$ cat config.mk
export PLATFORM = sky130hd
export DESIGN_NAME = pulse_swallow_div
export DESIGN_NICKNAME = d
export VERILOG_FILES = /design/src/rtl/pd_pkg.sv /design/src/rtl/pd_eq_det.sv /design/src/rtl/pd_prescaler.sv /design/src/rtl/pd_swallow_ctrl.sv /design/src/rtl/pulse_swallow_div.sv
export SDC_FILE = /design/constraint.sdc
export NUM_CORES = 1
export LEC_CHECK = 0
export ABC_AREA = 1
export BUFFER_PORTS_ARGS = -buffer_cell sky130_fd_sc_hd__buf_2
export CELL_PAD_IN_SITES_DETAIL_PLACEMENT = 0
export CELL_PAD_IN_SITES_GLOBAL_PLACEMENT = 1
export CORE_UTILIZATION = 42
export CTS_CLUSTER_SIZE = 40
export DETAILED_ROUTE_END_ITERATION = 10
export HOLD_SLACK_MARGIN = 0.12
export PLACE_DENSITY = 0.8
export SYNTH_ARGS = -nofsm -noshare
export SYNTH_HDL_FRONTEND = slang
export SYNTH_SLANG_ARGS = --single-unit
$ cat constraint.sdc
create_clock -name clk_fast -period 3.4 [get_ports clk_fast]
set_input_delay 0.51 -clock clk_fast [delete_from_list [all_inputs] [get_ports clk_fast]]
set_output_delay 0.51 -clock clk_fast [all_outputs]
set_load 0.05 [all_outputs]
$ cat src/rtl/pd_pkg.sv
package pd_pkg;
    // Which word the shared counter is currently compared against
    typedef enum logic {
        PH_SWALLOW = 1'b0,
        PH_MAIN    = 1'b1
    } phase_t;
endpackage

$ cat src/rtl/pd_eq_det.sv
module pd_eq_det #(
    parameter int W = 8
) (
    input  logic [W-1:0] a,
    input  logic [W-1:0] b,
    output logic         eq
);
    logic [W-1:0] diff;

    // Bitwise XOR, then an OR reduction over the differences
    for (genvar i = 0; i < W; i++) begin : g_bit
        assign diff[i] = a[i] ^ b[i];
    end

    assign eq = ~|diff;
endmodule

$ cat src/rtl/pd_prescaler.sv
module pd_prescaler #(
    parameter int N = 16
) (
    input  logic clk,
    input  logic rst,
    input  logic mc,
    output logic tick
);
    localparam int PW = $clog2(N + 1);
    localparam logic [PW-1:0] LAST_LONG  = PW'(N);
    localparam logic [PW-1:0] LAST_SHORT = PW'(N - 1);

    typedef struct packed {
        logic [PW-1:0] pc;
    } st_t;

    st_t st_d, st_q;

    always_comb begin
        st_d = st_q;
        tick = (st_q.pc == (mc ? LAST_LONG : LAST_SHORT));
        if (tick) begin
            st_d.pc = '0;
        end else begin
            st_d.pc = st_q.pc + 1'b1;
        end
    end

    always_ff @(posedge clk) begin
        if (rst) begin
            st_q <= '0;
        end else begin
            st_q <= st_d;
        end
    end

    // Ticks are at least N >= 2 cycles apart
    p_tick_apart_r1: assert property (@(posedge clk) disable iff (rst)
        tick |=> !tick);

    // The counter never passes the long terminal value
    p_pc_bound_r8: assert property (@(posedge clk) disable iff (rst)
        st_q.pc <= LAST_LONG);
endmodule

$ cat src/rtl/pd_swallow_ctrl.sv
module pd_swallow_ctrl
    import pd_pkg::*;
#(
    parameter int CW = 8
) (
    input  logic          clk,
    input  logic          rst,
    input  logic          tick,
    input  logic [CW-1:0] p_in,
    input  logic [CW-1:0] s_in,
    output logic          mc,
    output logic          pulse
);
    typedef struct packed {
        logic [CW-1:0] cnt;
        logic [CW-1:0] p_lat;
        logic [CW-1:0] s_lat;
        phase_t        ph;
        logic          mc;
        logic          pulse;
    } st_t;

    st_t           st_d, st_q;
    logic [CW-1:0] cnt_nxt;
    logic [CW-1:0] target;
    logic          hit;

    assign cnt_nxt = st_q.cnt + 1'b1;
    // Compare-target multiplexer: swallow word first, then program word
    assign target  = (st_q.ph == PH_MAIN) ? st_q.p_lat : st_q.s_lat;

    pd_eq_det #(.W(CW)) eq_i (
        .a  (cnt_nxt),
        .b  (target),
        .eq (hit)
    );

    always_comb begin
        st_d       = st_q;
        st_d.pulse = 1'b0;
        if (tick) begin
            st_d.cnt = cnt_nxt;
            if (hit) begin
                if (st_q.ph == PH_SWALLOW) begin
                    st_d.ph = PH_MAIN;
                    st_d.mc = 1'b0;
                end else begin
                    st_d.cnt   = '0;
                    st_d.pulse = 1'b1;
                    st_d.p_lat = p_in;
                    st_d.s_lat = s_in;
                    st_d.mc    = (s_in != '0);
                    st_d.ph    = (s_in == '0) ? PH_MAIN : PH_SWALLOW;
                end
            end
        end
    end

    always_ff @(posedge clk) begin
        if (rst) begin
            st_q.cnt   <= '0;
            st_q.p_lat <= p_in;
            st_q.s_lat <= s_in;
            st_q.mc    <= (s_in != '0);
            st_q.ph    <= (s_in == '0) ? PH_MAIN : PH_SWALLOW;
            st_q.pulse <= 1'b0;
        end else begin
            st_q <= st_d;
        end
    end

    assign mc    = st_q.mc;
    assign pulse = st_q.pulse;

    // Modulus control drops only on a prescaler tick
    p_mc_fall_on_tick_r2: assert property (@(posedge clk) disable iff (rst)
        $fell(st_q.mc) |-> $past(tick));

    // Modulus control rises only when a new period starts
    p_mc_rise_at_wrap_r5: assert property (@(posedge clk) disable iff (rst)
        $rose(st_q.mc) |-> st_q.pulse);

    // The captured words change only at a period boundary
    p_latch_hold_r5: assert property (@(posedge clk) disable iff (rst)
        (!$stable(st_q.p_lat) || !$stable(st_q.s_lat)) |-> st_q.pulse);

    // A zero swallow word keeps the prescaler in divide-by-N
    p_s_zero_low_r3: assert property (@(posedge clk) disable iff (rst)
        (st_q.s_lat == '0) |-> !st_q.mc);

    // Output pulse lasts one cycle
    p_pulse_single_r4: assert property (@(posedge clk) disable iff (rst)
        st_q.pulse |=> !st_q.pulse);

    // Counter stays below the captured program word
    p_cnt_below_p_r1: assert property (@(posedge clk) disable iff (rst)
        (st_q.p_lat != '0) |-> (st_q.cnt < st_q.p_lat));
endmodule

$ cat src/rtl/pulse_swallow_div.sv
module pulse_swallow_div #(
    parameter int PRESC_N = 16,
    parameter int CNT_W   = 8
) (
    input  logic             clk_fast,
    input  logic             rst_sync,
    input  logic [CNT_W-1:0] p_word,
    input  logic [CNT_W-1:0] s_word,
    output logic             div_out,
    output logic             mod_ctl
);
    logic presc_tick;
    logic mc_w;

    pd_prescaler #(.N(PRESC_N)) presc_i (
        .clk  (clk_fast),
        .rst  (rst_sync),
        .mc   (mc_w),
        .tick (presc_tick)
    );

    pd_swallow_ctrl #(.CW(CNT_W)) ctrl_i (
        .clk   (clk_fast),
        .rst   (rst_sync),
        .tick  (presc_tick),
        .p_in  (p_word),
        .s_in  (s_word),
        .mc    (mc_w),
        .pulse (div_out)
    );

    assign mod_ctl = mc_w;
endmodule

# After elaboration in Yosys (flattened, before gate mapping)
# Index checks and enable logic that the tools add are counted.
# totals
in_bits	18
out_inout_bits	2
regBits	32
# classes
add_sub_neg	2
muxes	9
n_eq_ne	2
bitwise_logic	9
reduce_logical	9
# op_table
operator	n
19-bit two-way mux	2
27-bit two-way mux	1
24-bit two-way mux	1
10-bit OR reduction	1
8-bit by 1-bit adder with 8-bit output, second input constant	1
8-bit logical NOT	1
8-bit two-way mux	1
8-bit nonzero test	1
8-bit OR reduction	1
1-bit bitwise XOR	8
5-bit by 1-bit adder with 5-bit output, second input constant	1
5-bit == test	1
5-bit two-way mux	1
2-bit nonzero test	2
3-bit AND reduction	1
1-bit two-way mux	2
2-bit two-way mux	1
2-bit inequality test, second input constant	1
2-bit AND reduction	1
2-bit OR reduction	1
1-bit NOT	1

# Longest topological paths before layout
# Gate-level depths: netlist (run 1).
# depth
word_depth	6
mapped_depth	12
mapped_depth_nobuf	11

# Modules after synthesis
# From an unflattened synthesis (run 1), not the netlist that was laid out.
# unflattened
cells_unflattened	225
hier_area_um2	1707.9
# by_module_without_submodules
module	seq_area_each_um2	area_per_inst_um2	cells_per_inst	instances
pd_swallow_ctrl	720.7	1310.0	151	1
pd_prescaler	100.1	232.7	30	1
pd_eq_det	0.0	165.2	44	1

# Worst setup path before layout (run 1)
# OpenSTA, ideal clock, no wires.
# synth_path
kind	register to register
from	register ctrl_i.st_q[19] (netlist bit)
to	register ctrl_i.st_q[10] (netlist bit) (enable)
path_buffers	0
stages_incl_launch_ff	10
setup_slack_ns	0.880
t_required_ns	3.006
arrival_ns	2.126
setup_ns	0.394
path_cell_list	dfxtp_1 > ha_1 > nand2_1 > nor2_4 > nand3_1 > nand3_1 > nand2_1 > nor2_1 > nand3_1 > a21oi_1
# synth_via
elab_chain_cells	5
# synth_rtl
element	line	source
from (decl)	pd_swallow_ctrl.sv:23	st_t st_d, st_q;
from (signal assigned)	pd_swallow_ctrl.sv:68	st_q <= st_d;
8-bit by 1-bit adder with 8-bit output *	pd_swallow_ctrl.sv:28	assign cnt_nxt = st_q.cnt + 1'b1;
1-bit bitwise XOR	pd_eq_det.sv:12	assign diff[i] = a[i] ^ b[i];
8-bit OR reduction *	pd_eq_det.sv:15	assign eq = ~|diff;
2-bit inequality test (no source line) *	--	
3-bit AND reduction (no source line) *	--	
# Mark *: on every way between the ends. The rest lies on a longest branch, timed or not.
# A chain may end at the register's enable or synchronous reset.

# Worst setup path in the final report (run 1)
# layout_path
from	register ctrl_i.st_q[2] (netlist bit)
to	register ctrl_i.st_q[12] (netlist bit) (enable)
# layout_via
elab_chain_cells	5
# layout_rtl
element	line	source
8-bit two-way mux	pd_swallow_ctrl.sv:30	assign target = (st_q.ph == PH_MAIN) ? st_q.p_lat : st_q.s_lat;
1-bit bitwise XOR	pd_eq_det.sv:12	
8-bit OR reduction	pd_eq_det.sv:15	
2-bit inequality test (no source line)	--	
3-bit AND reduction (no source line) *	--	
# Marked as above.

==> reports/qor.json, run 1 <==
{
  "power_total": {"value": 0.000814, "unit": "W"},
  "synth_cells": {"value": 343},
  "timing.reg2reg.setup_slack": {"value": 980, "unit": "ps"},
  "viasPerCell": {"value": 4.65},
  "worstSkewPairLatency": {"value": 290, "unit": "ps"},
  "layout.nets": {"value": 382},
  "post_synth_num_cell_types": {"value": 25},
  "crit_path_end_kind": {"value": "register"},
  "cts_repair_resize_count": {"value": 0},
  "main_combinational_cell_family_by_area_after_synthesis": {"value": "simple AND/OR/NAND/NOR gates"},
  "finalSetupViolCount": {"value": 0},
  "drt-total-wl": {"value": 4860, "unit": "um"},
  "initial_core_util": {"value": 43.6, "unit": "%"},
  "cts-htree-levels": {"value": 2},
  "cts_sinks": {"value": 32},
  "sequential_cell_area": {"value": 821, "unit": "um^2"},
  "clock_path_buffers": {"value": 2},
  "drc": {"value": 0},
  "synthAdderAreaFrac": {"value": 1.12, "unit": "%"},
  "synth-edff-count": {"value": 18},
  "nFillCells": {"value": 542},
  "critical_path_peak_fanout": {"value": 18},
  "dr.first_iter.drc_count": {"value": 100},
  "final.setup_skew": {"value": 11.0, "unit": "ps"},
  "area_delta_synth_final": {"value": 10.1, "unit": "%"},
  "cp_num_buf_inv": {"value": 3},
  "worstPathArrival": {"value": 2400, "unit": "ps"},
  "antenna_found_initial": {"value": 0},
  "grtUsageTotal": {"value": 19.4, "unit": "%"},
  "number_of_buffers_added_on_ports": {"value": 19},
  "headroom_to_the_max_slew_limit": {"value": 54.2, "unit": "%"},
  "total_clock_buffers_created_by_cts": {"value": 5},
  "timing.final.crit_period": {"value": 2420, "unit": "ps"},
  "synth_most_common_cell": {"value": "nand2_1"},
  "post_synth_main_area_contributors": {"value": "edfxtp_1, nand2_1, dfxtp_1, inv_1, nor2_1"},
  "ys.warnings.count": {"value": 0},
  "antennaDiodeCount": {"value": 0},
  "syn_nets": {"value": 363},
  "ys.flop_type": {"value": "edfxtp_1"},
  "final.period_utilization": {"value": 71.2, "unit": "%"},
  "design.die.area": {"value": 5600, "unit": "um^2"},
  "hold_buffers": {"value": 0},
  "worst-endpoint-required": {"value": 3380, "unit": "ps"},
  "post_synth_xor_area_fraction": {"value": 0.393, "unit": "%"},
  "min-delay-path-class": {"value": "register to register"},
  "dr.pass1.iters": {"value": 5},
  "syn_avg_cell_area": {"value": 6.49, "unit": "um^2"},
  "io_pins": {"value": 20},
  "leakage": {"value": 1.20, "unit": "nW"},
  "vdd_ir_drop_max": {"value": 186, "unit": "uV"},
  "drv_slew": {"value": 0},
  "globalRouteOverflowTotal": {"value": 0},
  "post_synth_mux_area_share": {"value": 0, "unit": "%"},
  "area_of_the_multi_input_gates": {"value": 1150, "unit": "um^2"},
  "synth-seq-cells": {"value": 32},
  "netlist_top_cells_count": {"value": "nand2_1, inv_1, nor2_1"},
  "fmax": {"value": 413, "unit": "MHz"},
  "syn_area": {"value": 2230, "unit": "um^2"},
  "critical-path-max-stage-delay": {"value": 700, "unit": "ps"},
  "drive_gt1_share": {"value": 10.7, "unit": "%"},
  "grt_max_degree": {"value": 23},
  "grt_pass1_vias": {"value": 1790},
  "yosys.area.top_type_share": {"value": 24.3, "unit": "%"},
  "critical_path.top_delay_family": {"value": "flip-flops"},
  "grt_pass1_wl": {"value": 8130, "unit": "um"},
  "crit_slowest_cell": {"value": "edfxtp_1"},
  "clock-root-buffer": {"value": "clkbuf_8"},
  "synth_area_in_simple_gates": {"value": 47.1, "unit": "%"},
  "wire_per_inst": {"value": 11.2, "unit": "um"},
  "synth.yosys.seq_area_share": {"value": 36.9, "unit": "%"},
  "totalNegativeSetupSlack": {"value": 0, "unit": "ps"},
  "asyncSetResetFlopFracSynth": {"value": 0, "unit": "%"},
  "power_density": {"value": 332, "unit": "nW/um^2"},
  "post-cts-setup-buffers": {"value": 0},
  "chipHeight": {"value": 74.8, "unit": "um"},
  "grt_setup_unrepaired": {"value": "no"},
  "measured_slew_at_the_worst_slew_check_pin": {"value": 685, "unit": "ps"},
  "vias": {"value": 2013},
  "max-cap-violations": {"value": 0},
  "cp-start-kind": {"value": "register"},
  "placeableCoreArea": {"value": 5110, "unit": "um^2"},
  "finalHoldViolations": {"value": 0},
  "timing.setup.critical_path_class": {"value": "register to register"},
  "hpwl": {"value": 3670, "unit": "um"},
  "clk_transition_reported_paths": {"value": 70, "unit": "ps"},
  "synth-compound-area-share": {"value": 3.26, "unit": "%"},
  "chipWidth": {"value": 74.8, "unit": "um"},
  "detail-route-antenna-nets": {"value": 0},
  "synth_area_leader_cell": {"value": "edfxtp_1"},
  "outcome": {"value": "completed"},
  "finalWeightedCongestion": {"value": 0.787},
  "clock_tree_from_tritoncts": {"value": "built"},
  "crit_path_cell_trace": {"value": "buf_4, nand2_1, o21ai_0, inv_1, nand3_1, nand2_1, nor2_1, nand3_1, a21oi_1, buf_4"},
  "placementRows": {"value": 26}
}
final timing paths:
check                                                 from                          to  cells after the start
worst max-delay path              ctrl_i.st_q[2]$_DFFE_PP_   ctrl_i.st_q[12]$_DFFE_PP_                     10
worst min-delay path            presc_i.st_q[0]$_SDFF_PP0_  presc_i.st_q[0]$_SDFF_PP0_                      1
worst max register to register    ctrl_i.st_q[2]$_DFFE_PP_   ctrl_i.st_q[12]$_DFFE_PP_                     10
worst min register to register  presc_i.st_q[0]$_SDFF_PP0_  presc_i.st_q[0]$_SDFF_PP0_                      1
metrics by stage:
| stage | hold slack, ps | area, um^2 | util, % | instances | setup WS [ps] |
|---|---|---|---|---|---|
| global route | 497 | 2450 | 48.0 | 433 | 740 |
| global placement | 458 | 2360 | 46.2 | 425 | 1080 |
| floorplan | 430 | 2230 | - | 343 | 880 |
| CTS | 481 | 2450 | 48.0 | 433 | 985 |
| detailed placement | 463 | 2360 | 46.2 | 425 | 999 |
| finish | 472 | 2450 | 48.0 | 433 | 981 |
layout by cell type (no fill, tap or decap):
master,count
inv_2,2
nand2_1,128
nor3b_1,2
clkinvlp_4,1
buf_2,19
nor2_1,47
nand4_1,23
clkinv_4,1
nand2_2,2
inv_1,48
or2_0,1
clkbuf_1,1
ha_1,2
o21ai_1,1
nand4_4,1
dfxtp_1,14
o21bai_1,1
xnor2_1,1
clkbuf_8,5
o21ai_0,8
and2_1,1
nand3_1,24
buf_4,2
nor2_4,5
edfxtp_1,18
a21oi_1,4
nand3_2,1
cell type report:
class | count | share of cell area (%)
well taps | 70 | 3.58
clock inverters | 2 | 0.664
inverters | 50 | 7.66
flip-flops and latches | 32 | 33.5
clock buffers | 6 | 2.96
multi-input cells | 252 | 47.1
repair buffers | 21 | 4.49
where the power goes:
part	total, W	switching, W	internal, W
sequential	0.000431	0.00000780	0.000423
combinational	0.0000862	0.0000570	0.0000292
clock	0.000297	0.000151	0.000145
total	0.000814	0.000216	0.000598
metal layers:
| layer | part of all wire [%] | up-vias | routed length, um | GRT usage (%) |
|---|---|---|---|---|
| met3 | 3.2 | 5 | 156 | 4.28 |
| met4 | 1.4 | 0 | 67 | 7.76 |
| met2 | 45 | 31 | 2180 | 30.1 |
| met5 | 0 | - | 0 | 0 |
| li1 | - | 1121 | - | - |
| met1 | 50 | 856 | 2460 | 26.4 |
state kept, by name (all words and copies together) (netlist names):
name / cells
presc_i.st_q: 5
ctrl_i.st_q: 25
ctrl_i.mc: 1
ctrl_i.pulse: 1
kinds of logic after synthesis:
family | Yosys count
adder cells (fa/ha/maj) | 2
buffers and inverters | 59
AO/OA/AOI/OAI | 14
XOR/XNOR | 1
flip-flops | 32
AND/OR/NAND/NOR | 235
worst reg2reg max path, cell delays in order, from the launching register on:
cell,delay (ps)
edfxtp_1,700
buf_4,320
nand2_1,70
o21ai_0,120
inv_1,70
nand3_1,130
nand2_1,100
nor2_1,110
nand3_1,100
a21oi_1,140
buf_4,240
(Power assumes the default switching activity.)
==> run 2: changes to the inputs <==
CORE_UTILIZATION = 38   (was 42)
PLACE_DENSITY = 0.77   (was 0.8)
clock period = 2 ns   (was 3.4 ns; I/O delays follow)
==> reports/qor.json, run 2 (synthesized netlist as in run 1, its figures left out) <==
{
  "most-common-layout-cells": {"value": "nand2_1, inv_1, nor2_1"},
  "dr.pass1.iters": {"value": 4, "change": "-1"},
  "dr.first_iter.drc_count": {"value": 103, "change": "+3.0%"},
  "chipHeight": {"value": 78.5, "unit": "um", "change": "+5.0%"},
  "placeableCoreArea": {"value": 5570, "unit": "um^2", "change": "+9.1%"},
  "design.die.area": {"value": 6170, "unit": "um^2", "change": "+10%"},
  "clock_tree_from_tritoncts": {"value": "built"},
  "timing.setup.critical_path_class": {"value": "register to register"},
  "drv_slew": {"value": 0, "change": "unchanged"},
  "cp_num_buf_inv": {"value": 3, "change": "unchanged"},
  "regMostFlops": {"value": "ctrl_i.st_q"},
  "place.detailed.instances": {"value": 449, "change": "+5.6%"},
  "drt-total-wl": {"value": 5210, "unit": "um", "change": "+7.2%"},
  "worstPathArrival": {"value": 1970, "unit": "ps", "change": "-430 ps"},
  "number_of_buffers_added_on_ports": {"value": 19, "change": "unchanged"},
  "cts-htree-levels": {"value": 2, "change": "unchanged"},
  "measured_slew_at_the_worst_slew_check_pin": {"value": 743, "unit": "ps", "change": "+57.9 ps"},
  "worst-endpoint-required": {"value": 1990, "unit": "ps", "change": "-1390 ps"},
  "grtUsageMet1": {"value": 25.4, "unit": "%", "change": "-1.1 points"},
  "headroom_to_the_max_slew_limit": {"value": 50.3, "unit": "%", "change": "-3.9 points"},
  "io_pins": {"value": 20, "change": "unchanged"},
  "detail-route-antenna-nets": {"value": 0, "change": "unchanged"},
  "hpwl": {"value": 3880, "unit": "um", "change": "+5.7%"},
  "detailed_place.area": {"value": 2570, "unit": "um^2", "change": "+8.9%"},
  "min-delay-path-class": {"value": "primary input to register"},
  "final.period_utilization": {"value": 98.9, "unit": "%", "change": "+28 points"},
  "grt_max_degree": {"value": 23, "change": "unchanged"},
  "timing.final.crit_period": {"value": 1980, "unit": "ps", "change": "-442 ps"},
  "critical_path_peak_fanout": {"value": 16, "change": "-2"},
  "globalRouteOverflowTotal": {"value": 0, "change": "unchanged"},
  "finalWeightedCongestion": {"value": 0.820, "change": "+4.2%"},
  "grt_pass1_wl": {"value": 9270, "unit": "um", "change": "+14%"},
  "layout_top_registers": {"value": "ctrl_i.st_q: 25 flops, presc_i.st_q: 5 flops"},
  "layout.core_utilization": {"value": 49.5, "unit": "%", "change": "+1.6 points"},
  "most_common_cell_after_layout_fill_and_taps_aside": {"value": "nand2_1"},
  "final_design_area_no_fill": {"value": 2760, "unit": "um^2", "change": "+13%"},
  "critical_path.top_delay_family": {"value": "flip-flops"},
  "viasPerCell": {"value": 4.65, "change": "about the same"},
  "clk_transition_reported_paths": {"value": 80, "unit": "ps", "change": "about the same"},
  "layout.nets": {"value": 408, "change": "+6.8%"},
  "antennaDiodeCount": {"value": 0, "change": "unchanged"},
  "grt_util_met3": {"value": 4.88, "unit": "%", "change": "+0.60 points"},
  "wire_per_inst": {"value": 11.3, "unit": "um", "change": "+0.69%"},
  "final.setup_skew": {"value": 13.0, "unit": "ps", "change": "+1.98 ps"},
  "cp-start-kind": {"value": "register"},
  "crit_path_end_kind": {"value": "register"},
  "largest_register_ffs": {"value": 25, "change": "unchanged"},
  "clock_path_buffers": {"value": 2, "change": "unchanged"},
  "crit_path_cell_trace": {"value": "buf_4, o21ai_2, inv_1, nand3_1, nand2_1, nor2_2, nand3_2, a21oi_4, buf_12"},
  "grt_setup_unrepaired": {"value": "yes"},
  "drc": {"value": 0, "change": "unchanged"},
  "hold_buffers": {"value": 0, "change": "unchanged"},
  "busiest_metal_layer_after_global_routing": {"value": "met2"},
  "initial_core_util": {"value": 39.9, "unit": "%", "change": "-3.6 points"},
  "vdd_ir_drop_max": {"value": 283, "unit": "uV", "change": "+52%"},
  "antenna_found_initial": {"value": 0, "change": "unchanged"},
  "leakage": {"value": 1.36, "unit": "nW", "change": "+13%"},
  "met2_usage": {"value": 31.0, "unit": "%", "change": "+0.91 points"},
  "drive_gt1_share": {"value": 20.3, "unit": "%", "change": "+9.6 points"},
  "clock-root-buffer": {"value": "clkbuf_8"},
  "total_clock_buffers_created_by_cts": {"value": 5, "change": "unchanged"},
  "crit_slowest_cell": {"value": "edfxtp_1"},
  "outcome": {"value": "completed"},
  "finalSetupViolCount": {"value": 0, "change": "unchanged"},
  "area_delta_synth_final": {"value": 24.1, "unit": "%"},
  "worstSkewPairLatency": {"value": 290, "unit": "ps", "change": "about the same"},
  "fmax": {"value": 506, "unit": "MHz", "change": "+22%"},
  "finish.cell_count_without_fillers": {"value": 461, "change": "+6.5%"},
  "vias": {"value": 2142, "change": "+6.4%"},
  "finalHoldViolations": {"value": 0, "change": "unchanged"},
  "cts_sinks": {"value": 32, "change": "unchanged"},
  "grt_pass1_vias": {"value": 2040, "change": "+14%"},
  "chipWidth": {"value": 78.5, "unit": "um", "change": "+5.0%"},
  "placementRows": {"value": 27, "change": "+3.8%"},
  "timing.hold.ws": {"value": 301, "unit": "ps", "change": "-170 ps"},
  "critical-path-max-stage-delay": {"value": 480, "unit": "ps", "change": "-220 ps"},
  "max-cap-violations": {"value": 0, "change": "unchanged"},
  "grtUsageTotal": {"value": 19.3, "unit": "%", "change": "-0.17 points"},
  "power_density": {"value": 558, "unit": "nW/um^2", "change": "+68%"}
}
[run 2: changes by cell type in the layout (fill, tap and decap cells not counted), moves of 4 or more]
cell	delta
buf_4	+22
o21ai_0	-6
dfxtp_1	-4
dfxtp_2	+4
nor2_1	-4
nor2_2	+4
o21ai_1	+4
[run 2: final timing paths]
check                                     from                            to  slack [ps]  depth (start not counted)
setup / recovery      ctrl_i.st_q[2]$_DFFE_PP_     ctrl_i.st_q[15]$_DFFE_PP_          20                          9
hold / removal                       s_word[6]      ctrl_i.st_q[9]$_DFFE_PP_         300                          3
hold reg to reg   ctrl_i.st_q[21]$_SDFFE_PP0P_  ctrl_i.st_q[21]$_SDFFE_PP0P_         480                          2
setup reg to reg      ctrl_i.st_q[2]$_DFFE_PP_     ctrl_i.st_q[15]$_DFFE_PP_          20                          9
[run 2: layout make-up]
type                            instances  area, um^2
Fill cell                             614        2810
Multi-Input combinational cell        252        1200
Sequential cell                        32         826
Timing Repair Buffer                   47         347
Inverter                               50         188
Tap cell                               72        90.1
Clock buffer                            6        72.6
Clock inverter                          2        35.0
[run 2: layer usage]
layer / vias to the layer above / wire (um) / part of all wire (%)
li1: 1181 / - / -
met2: 31 / 2340 / 45
met1: 926 / 2700 / 52
met3: 4 / 123 / 2.4
met4: 0 / 46 / 0.88
met5: - / 0 / 0
[run 2: timing repair]
action,4_1_cts,5_1_grt
resized for setup,9,8
buffers inserted,0,4
pin swaps,1,3
setup endpoints to repair,36,46
[run 2: power breakdown]
| part | leakage, nW | internal, W | switching, W | total (W) |
|---|---|---|---|---|
| clock | 0.0552 | 0.000370 | 0.000260 | 0.000630 |
| combinational | 1.01 | 0.0000728 | 0.000109 | 0.000181 |
| sequential | 0.290 | 0.000719 | 0.0000120 | 0.000731 |
[run 2: worst register-to-register path: cells and delay by family, from the launching register on]
family                 cells  cell delay [ps]
buffers and inverters      3              420
DFF                        1              480
AOI/OAI and AO/OA          2              350
and+or+nand+nor            4              430
[run 2: stage by stage]
stage / total power, W / TNS, ps / setup WS, ps
2_1_floorplan: 0.000850 / 0 / 4.15
3_3_place_gp: 0.000914 / -199 / -34.9
3_5_place_dp: 0.000915 / -1510 / -89.6
4_1_cts: 0.00155 / 0 / 6.27
5_1_grt: 0.00163 / -1750 / -104
6_report: 0.00154 / 0 / 22.2
